===== src/rtl/dbx_pkg.sv =====
package dbx_pkg;
  localparam int unsigned SEC_W_DEF    = 8;
  localparam int unsigned SECTIONS_DEF = 2;

  typedef enum logic [1:0] {
    PS_RELEASED = 2'd0,
    PS_EXTERNAL = 2'd1,
    PS_DRIVEN   = 2'd2,
    PS_CONFLICT = 2'd3
  } port_state_e;
endpackage


===== src/rtl/dbx_rst_sync.sv =====
module dbx_rst_sync (
  input  logic clk,
  input  logic arst_n,
  output logic rst_n
);
  logic [1:0] shift_q;

  always_ff @(posedge clk or negedge arst_n) begin
    if (!arst_n) shift_q <= 2'b00;
    else         shift_q <= {shift_q[0], 1'b1};
  end

  assign rst_n = shift_q[1];
endmodule


===== src/rtl/dbx_dir_reg.sv =====
module dbx_dir_reg #(
  parameter int unsigned W = 8
) (
  input  logic         clk,
  input  logic         rst_n,
  input  logic         strobe,
  input  logic         ce_n,
  input  logic [W-1:0] d,
  output logic [W-1:0] q
);
  logic         strobe_q;
  logic         take;
  logic [W-1:0] q_nxt;

  always_comb begin
    take  = strobe & ~strobe_q & ~ce_n;
    q_nxt = take ? d : q;
  end

  always_ff @(posedge clk or negedge rst_n) begin
    if (!rst_n) begin
      strobe_q <= 1'b0;
      q        <= '0;
    end else begin
      strobe_q <= strobe;
      q        <= q_nxt;
    end
  end
endmodule


===== src/rtl/dbx_port_side.sv =====
module dbx_port_side
  import dbx_pkg::*;
#(
  parameter int unsigned W       = 8,
  parameter bit          HOLD_EN = 1'b1
) (
  input  logic         clk,
  input  logic         rst_n,
  input  logic         oe_n,
  input  logic         ext,
  input  logic [W-1:0] din,
  input  logic [W-1:0] q,
  output logic [W-1:0] dout,
  output logic         drv,
  output logic         conflict
);
  port_state_e  state;
  logic [W-1:0] held;

  always_comb begin
    case ({~oe_n, ext})
      2'b11:   state = PS_CONFLICT;
      2'b10:   state = PS_DRIVEN;
      2'b01:   state = PS_EXTERNAL;
      default: state = PS_RELEASED;
    endcase
  end

  generate
    if (HOLD_EN) begin : g_keeper
      logic [W-1:0] keep_q;
      logic [W-1:0] keep_nxt;

      always_comb begin
        case (state)
          PS_DRIVEN, PS_CONFLICT: keep_nxt = q;
          PS_EXTERNAL:            keep_nxt = din;
          default:                keep_nxt = keep_q;
        endcase
      end

      always_ff @(posedge clk or negedge rst_n) begin
        if (!rst_n) keep_q <= '0;
        else        keep_q <= keep_nxt;
      end

      assign held = keep_q;
    end else begin : g_float
      logic unused_in;
      assign unused_in = ^{clk, rst_n, din};
      assign held = '0;
    end
  endgenerate

  assign drv      = (state == PS_DRIVEN) || (state == PS_CONFLICT);
  assign conflict = (state == PS_CONFLICT);
  assign dout     = drv ? q : held;
endmodule


===== src/rtl/dbx_transceiver.sv =====
module dbx_transceiver #(
  parameter int unsigned SEC_W    = dbx_pkg::SEC_W_DEF,
  parameter int unsigned SECTIONS = dbx_pkg::SECTIONS_DEF,
  parameter bit          HOLD_EN  = 1'b1,
  localparam int unsigned W       = SEC_W * SECTIONS
) (
  input  logic                clk,
  input  logic                arst_n,
  input  logic [SECTIONS-1:0] ab_clk,
  input  logic [SECTIONS-1:0] ab_ce_n,
  input  logic [SECTIONS-1:0] ab_oe_n,
  input  logic [SECTIONS-1:0] ba_clk,
  input  logic [SECTIONS-1:0] ba_ce_n,
  input  logic [SECTIONS-1:0] ba_oe_n,
  input  logic [W-1:0]        a_in,
  input  logic [SECTIONS-1:0] a_ext,
  output logic [W-1:0]        a_out,
  output logic [SECTIONS-1:0] a_drv,
  output logic [SECTIONS-1:0] a_conflict,
  input  logic [W-1:0]        b_in,
  input  logic [SECTIONS-1:0] b_ext,
  output logic [W-1:0]        b_out,
  output logic [SECTIONS-1:0] b_drv,
  output logic [SECTIONS-1:0] b_conflict
);
  logic         rst_n;
  logic [W-1:0] ab_q;
  logic [W-1:0] ba_q;

  dbx_rst_sync u_rst (.clk(clk), .arst_n(arst_n), .rst_n(rst_n));

  for (genvar s = 0; s < SECTIONS; s++) begin : g_sec
    localparam int unsigned LO = s * SEC_W;

    dbx_dir_reg #(.W(SEC_W)) u_ab_reg (
      .clk(clk), .rst_n(rst_n), .strobe(ab_clk[s]), .ce_n(ab_ce_n[s]),
      .d(a_in[LO +: SEC_W]), .q(ab_q[LO +: SEC_W])
    );

    dbx_dir_reg #(.W(SEC_W)) u_ba_reg (
      .clk(clk), .rst_n(rst_n), .strobe(ba_clk[s]), .ce_n(ba_ce_n[s]),
      .d(b_in[LO +: SEC_W]), .q(ba_q[LO +: SEC_W])
    );

    dbx_port_side #(.W(SEC_W), .HOLD_EN(HOLD_EN)) u_b_side (
      .clk(clk), .rst_n(rst_n), .oe_n(ab_oe_n[s]), .ext(b_ext[s]),
      .din(b_in[LO +: SEC_W]), .q(ab_q[LO +: SEC_W]),
      .dout(b_out[LO +: SEC_W]), .drv(b_drv[s]), .conflict(b_conflict[s])
    );

    dbx_port_side #(.W(SEC_W), .HOLD_EN(HOLD_EN)) u_a_side (
      .clk(clk), .rst_n(rst_n), .oe_n(ba_oe_n[s]), .ext(a_ext[s]),
      .din(a_in[LO +: SEC_W]), .q(ba_q[LO +: SEC_W]),
      .dout(a_out[LO +: SEC_W]), .drv(a_drv[s]), .conflict(a_conflict[s])
    );
  end
endmodule


===== config.mk =====
export PLATFORM = sky130hd
export DESIGN_NAME = dbx_transceiver
export DESIGN_NICKNAME = d
export VERILOG_FILES = /design/src/rtl/dbx_pkg.sv /design/src/rtl/dbx_rst_sync.sv /design/src/rtl/dbx_dir_reg.sv /design/src/rtl/dbx_port_side.sv /design/src/rtl/dbx_transceiver.sv
export SDC_FILE = /design/constraint.sdc
export NUM_CORES = 1
export LEC_CHECK = 0
export BUFFER_PORTS_ARGS = -buffer_cell sky130_fd_sc_hd__clkbuf_2
export CAP_MARGIN = 20
export CELL_PAD_IN_SITES_DETAIL_PLACEMENT = 1
export CELL_PAD_IN_SITES_GLOBAL_PLACEMENT = 1
export CORE_MARGIN = 2
export CORE_UTILIZATION = 28
export DETAILED_ROUTE_END_ITERATION = 10
export PLACE_DENSITY_LB_ADDON = 0.15
export SYNTH_ARGS = -nofsm -noshare
export SYNTH_HDL_FRONTEND = slang
export SYNTH_SLANG_ARGS = --single-unit

===== constraint.sdc =====
create_clock -name clk -period 2.68 [get_ports clk]
set_input_delay 0.402 -clock clk [delete_from_list [all_inputs] [get_ports clk]]
set_output_delay 0.402 -clock clk [all_outputs]
set_load 0.02 [all_outputs]

Word level (Yosys, flattened, before mapping)
Cells that the tools add are included.

Flip-flop bits (word level): 70. Output and inout bits: 40.

Equal/unequal tests: 24. Multiplexer cells: 12. Bitwise operators: 20. Reductions and logical operators: 12.

Operators by type and width (count): one-hot mux 8 bit (2 select lines) (4); == test 2 bit, second input constant (16); 2-to-1 mux 8 bit (4); one-hot mux 2 bit (3 select lines) (4); == test 2 x 1 -> 1 bit, second input constant (8); inverter 1 bit (12); AND 1 bit (8); nonzero test 2 bit (4); OR reduction 2 bit (4); logical OR 1 bit (4).

Depth between registers and ports, before layout
Word-level depth: 6. Mapped depth: 4.

Modules after synthesis
From an unflattened synthesis, not the netlist that was laid out.

Cell total of the unflattened synthesis: 259. Area total of the unflattened synthesis: 3387.0 µm².

By module, submodules not included: dbx_port_side (instances 4, cells an instance 46, area each 499.2 µm², sequential area each 200.2 µm²); dbx_dir_reg (instances 4, cells an instance 18, area each 334.1 µm², sequential area each 225.2 µm²); dbx_rst_sync (instances 1, cells an instance 3, area each 53.8 µm², sequential area each 50.0 µm²).

Worst setup path after synthesis
Ideal clock, no wire load.

Kind: input -> output. Start: input ab_oe_n[1]. End: output b_out[13]. Data arrival time: 1.158 ns. Data required time: 2.278 ns. Setup slack: 1.120 ns. Stages on the path: 3. Buffers on the path: 2. Path through: buf_2 buf_2 mux2_2.

Longest elaborated chain between the ends: 6.

Ends and longest elaborated chain: start, declared (line dbx_transceiver.sv:11) `input logic [SECTIONS-1:0] ab_oe_n,`; inverter 1 bit (*) (line dbx_port_side.sv:21) `case ({~oe_n, ext})`; == test 2 x 1 -> 1 bit / == test 2 bit (equally long branches) (line dbx_port_side.sv:21); one-hot mux 2 bit (3 select lines) (*) (line dbx_port_side.sv:21); == test 2 bit (line dbx_port_side.sv:55) `assign drv = (state == PS_DRIVEN) || (state == PS_CONFLICT);`; logical OR 1 bit (*) (line dbx_port_side.sv:55); 2-to-1 mux 8 bit (*) (line dbx_port_side.sv:57) `assign dout = drv ? q : held;`; end, declared (line dbx_transceiver.sv:22) `output logic [W-1:0] b_out,`.

Every way passes the cells marked *; elsewhere a longest branch is shown, timed or not.

Worst setup path after layout
Start: input ab_oe_n[0]. End: output b_out[7].

The elaborated chain is that of the path after synthesis.

==> results.md <==
## Status
- DRC — violations in the final reports
- finished with violations — outcome

## Synth
- 0.312 — multiplexer area fraction after synthesis
- 0.526 — proportion of netlist area held by the largest area contributor
- 0.0481 — compound-gate portion of the synthesized area
- 0.526 — fraction of the yosys area taken by sequential cells
- sky130_fd_sc_hd__dfrtp_1, sky130_fd_sc_hd__mux2_2, sky130_fd_sc_hd__mux2i_1 — most area-consuming cells after synthesis
- 267 — gate count after technology mapping
- 70 — flop and latch count out of synthesis
- 0.0661 — area share of and/or/nand/nor cells after synthesis
- 3330 um2 — post-synth design cell area
- 12.5 um2 — synthesized area per cell
- 0 — xor and xnor fraction of the mapped netlist area
- 0 — Synth warnings
- 11 — post-synth cell types
- 0 — adder-cell share of the synthesized area
- multiplexers — dominant combinational cell family by area after synthesis
- sky130_fd_sc_hd__dfrtp_1 — biggest area consumer among synthesized cells
- 317 — synthesized net count

## Power and ir drop
- 2.16 mW — Internal Power
- 0.388 mV — worst supply voltage drop on vdd
- 0.341 — clock network fraction of design power
- 3.03 mW — total power
- 0.288 — switch share
- 0.444 — part of the power in registers
- 1.92 nW — leakage component of the power
- 0.871 mW — switching pwr
- 0.215 — Combinational Power Share
- 739 nW/um2 — power density normalized to cell area

## Die
- 90 — io pins
- 113 um — height of the die
- 113 um — Die Width
- 12,800 um2 — floorplan die area
- 11,500 um2 — Placeable Area
- 0.289 — initial cell density of the core
- 39 — num rows

## Setup path
- 1.43 ns — Data arrival, critical path
- 2 — Worst Reg2Reg Path Length in Cells
- 26 — Crit Path Max Fanout
- 2.28 ns — worst endpoint required time
- primary input — kind of start point of the critical path
- 2 — combined buffer and inverter count along the critical path
- 3 — number of stages on the worst setup path
- sky130_fd_sc_hd__clkbuf_2 — crit-path most repeated cell
- 0.45 ns — Largest stage delay, worst path
- buffers and inverters — cell type group with the largest total delay on the critical path
- g_sec[0].u_ab_reg.strobe_q — worst reg2reg startpoint
- in2out — start-to-end type of the worst setup path
- sky130_fd_sc_hd__clkbuf_2 — slowest cell on the critical path
- primary output — Worst setup EP type
- clkbuf_2, mux2_2, clkbuf_2 — CP Cell Sequence
- ab_oe_n[0] — launch point of the critical path

## Placement
- 5.54 mm — DPL Wire Length
- 89 — # port buffers
- 0.688 — global placer's final weighted congestion
- 0.847 ns — worst setup timing slack at the placement stage

## Global routing
- 0 — antenna violations before repair
- 0 — Congestion Overflow GR
- 0.128 — Total Routing Usage GR
- 38 — maximum number of pins on one net before global-route repair
- 12.7 mm — wire length of the first global-routing pass
- 2,401 — number of global-route vias before repair

## STA
- 0 — final max-slew violation count
- 0.851 ns — post-route setup slack
- 0 — endpoints failing setup
- 0 ns — accumulated negative setup slack
- 0 — final hold violation count
- 0.683 — post-route clock period utilization
- 0.410 — Max-slew headroom
- 0.886 ns — transition time at the pin with the least slew margin
- 547 MHz — Max Clk Rate
- 0.00403 ns — worst clock skew
- no — setup repair after global routing missed its margin
- 1.83 ns — post-layout minimum cycle time

## Clock network
- 0 — number of gates resized after CTS
- 1 — cts-stage hold buffer count
- 3 — maximum level of the CTS H-tree
- 2 — maximum clock path buffer count
- sky130_fd_sc_hd__clkbuf_16 — library cell used as clock root buffer
- 0 — Post-CTS Repair Setup Buffers
- 0.32 ns — Clk Latency, worst-skew pair
- 9 — number of buffers created by CTS
- built — clock tree from TritonCTS
- 70 — clock sink total
- 0.05 ns — clock-pin slew on the worst setup and hold paths

## Final layout
- 0.487 — fraction of final layout cells sized beyond drive strength 1
- 0 — antenna diode count
- 1,282 — fillcell total
- 23.0% — area delta synth->final
- 0.356 — Layout Utilization
- 395 — nets

## Route
- 48 — DRT iter0 DRCs
- 7 — number of detailed-route iterations in the first pass
- 7.70 mm — Total Wirelength
- 6 — number of remaining DRC errors
- 2,218 — number of vias in the routed layout
- 4.51 — routed vias/inst
- 0 — ANT nets after route
- 15.6 um — routed length per placed instance

## Job
- 0 — Max-cap violations

## Worst hold path
- ab_clk[1] — min-delay src
- 1 — Hold Path Depth
- in2reg — class of the tightest hold or removal check

synth_stat cells, drive strengths merged:
cell type and count:
nor2b 4, dfrtp 70, mux2 64, conb 1, nor3b 4, a21oi 32
inv 4, buf 24, mux2i 32, nor2 32
stage by stage:
stage / instance area (um2) / std cells / hold slack, ns
3_5_place_dp: 3840 / 476 / 0.193
4_1_cts: 4100 / 492 / 0.186
3_3_place_gp: 3840 / 476 / 0.192
6_report: 4100 / 492 / 0.198
5_1_grt: 4100 / 492 / 0.186
2_1_floorplan: 3330 / 267 / 0.106
registers in the layout, summed over array words and instances, names as in the netlist:
signal                          flops
g_sec.u_ba_reg.q                   16
g_sec.u_b_side.g_keeper.keep_q     16
g_sec.u_ba_reg.strobe_q             2
g_sec.u_ab_reg.q                   16
g_sec.u_a_side.g_keeper.keep_q     16
u_rst.shift_q                       2
g_sec.u_ab_reg.strobe_q             2
layout make-up:
class                           instances  area [um2]  share of cell area
Timing Repair Buffer                   91         475               0.116
Sequential cell                        70        1750               0.428
Clock buffer                           13         240              0.0586
Inverter                                4        15.0             0.00366
Multi-Input combinational cell        169        1430               0.348
Clock inverter                          2        10.0             0.00244
Tap cell                              143         179              0.0437
path summary, 6_finish.rpt:
| path | endpoint | slack (ns) |
|---|---|---|
| setup / recovery | b_out[7] | 0.85 |
| hold / removal | g_sec[1].u_ab_reg.strobe_q | 0.20 |
| setup reg to reg | g_sec[0].u_ab_reg.q[1] | 1.26 |
| hold reg to reg | u_rst.shift_q[1] | 0.35 |
| max in group asynchronous | g_sec[0].u_ba_reg.q[1] | 1.61 |
| min in group asynchronous | g_sec[1].u_ab_reg.strobe_q | 0.39 |
logic make-up (layout without fill, tap and decap cells):
group / after synthesis / after routing
buffers and inverters: 28 / 110
AOI/OAI and AO/OA: 32 / 32
DFF: 70 / 70
and+or+nand+nor: 40 / 40
other: 1 / 1
muxes: 96 / 96
cell usage in the layout, fill, tap and decap left out:
cell,instances
sky130_fd_sc_hd__clkbuf_16,9
sky130_fd_sc_hd__dfrtp_1,69
sky130_fd_sc_hd__nor3b_4,4
sky130_fd_sc_hd__nor2b_1,4
sky130_fd_sc_hd__inv_1,4
sky130_fd_sc_hd__conb_1,1
sky130_fd_sc_hd__mux2i_1,32
sky130_fd_sc_hd__dlygate4sd3_1,1
sky130_fd_sc_hd__a21oi_1,32
sky130_fd_sc_hd__nor2_1,32
sky130_fd_sc_hd__dfrtp_2,1
sky130_fd_sc_hd__mux2_2,64
sky130_fd_sc_hd__clkinv_2,2
sky130_fd_sc_hd__buf_12,1
sky130_fd_sc_hd__clkbuf_1,4
sky130_fd_sc_hd__clkbuf_2,89
worst register-to-register path, delay by kind of cell (launching register included):
family	cells	cell delay, ns
flip-flops	1	0.39
multiplexers	1	0.40
AND/OR/NAND/NOR	1	0.51
routing by layer:
layer,part of all wire,GRT usage,up-vias
li1,-,-,1069
met1,0.45,0.165,1082
met2,0.49,0.212,63
met3,0.051,0.0434,4
met4,0.0084,0.0268,0
met5,0,0,-
power by group through the flow:
stage	logic [mW]	clock network, mW	registers [mW]
6_report	0.650	1.03	1.34
5_1_grt	0.717	1.12	1.38
4_1_cts	0.664	1.07	1.35
3_5_place_dp	0.661	0	1.37
3_3_place_gp	0.648	0	1.36
2_1_floorplan	0.480	0	1.33
(Power assumes the default switching activity.)
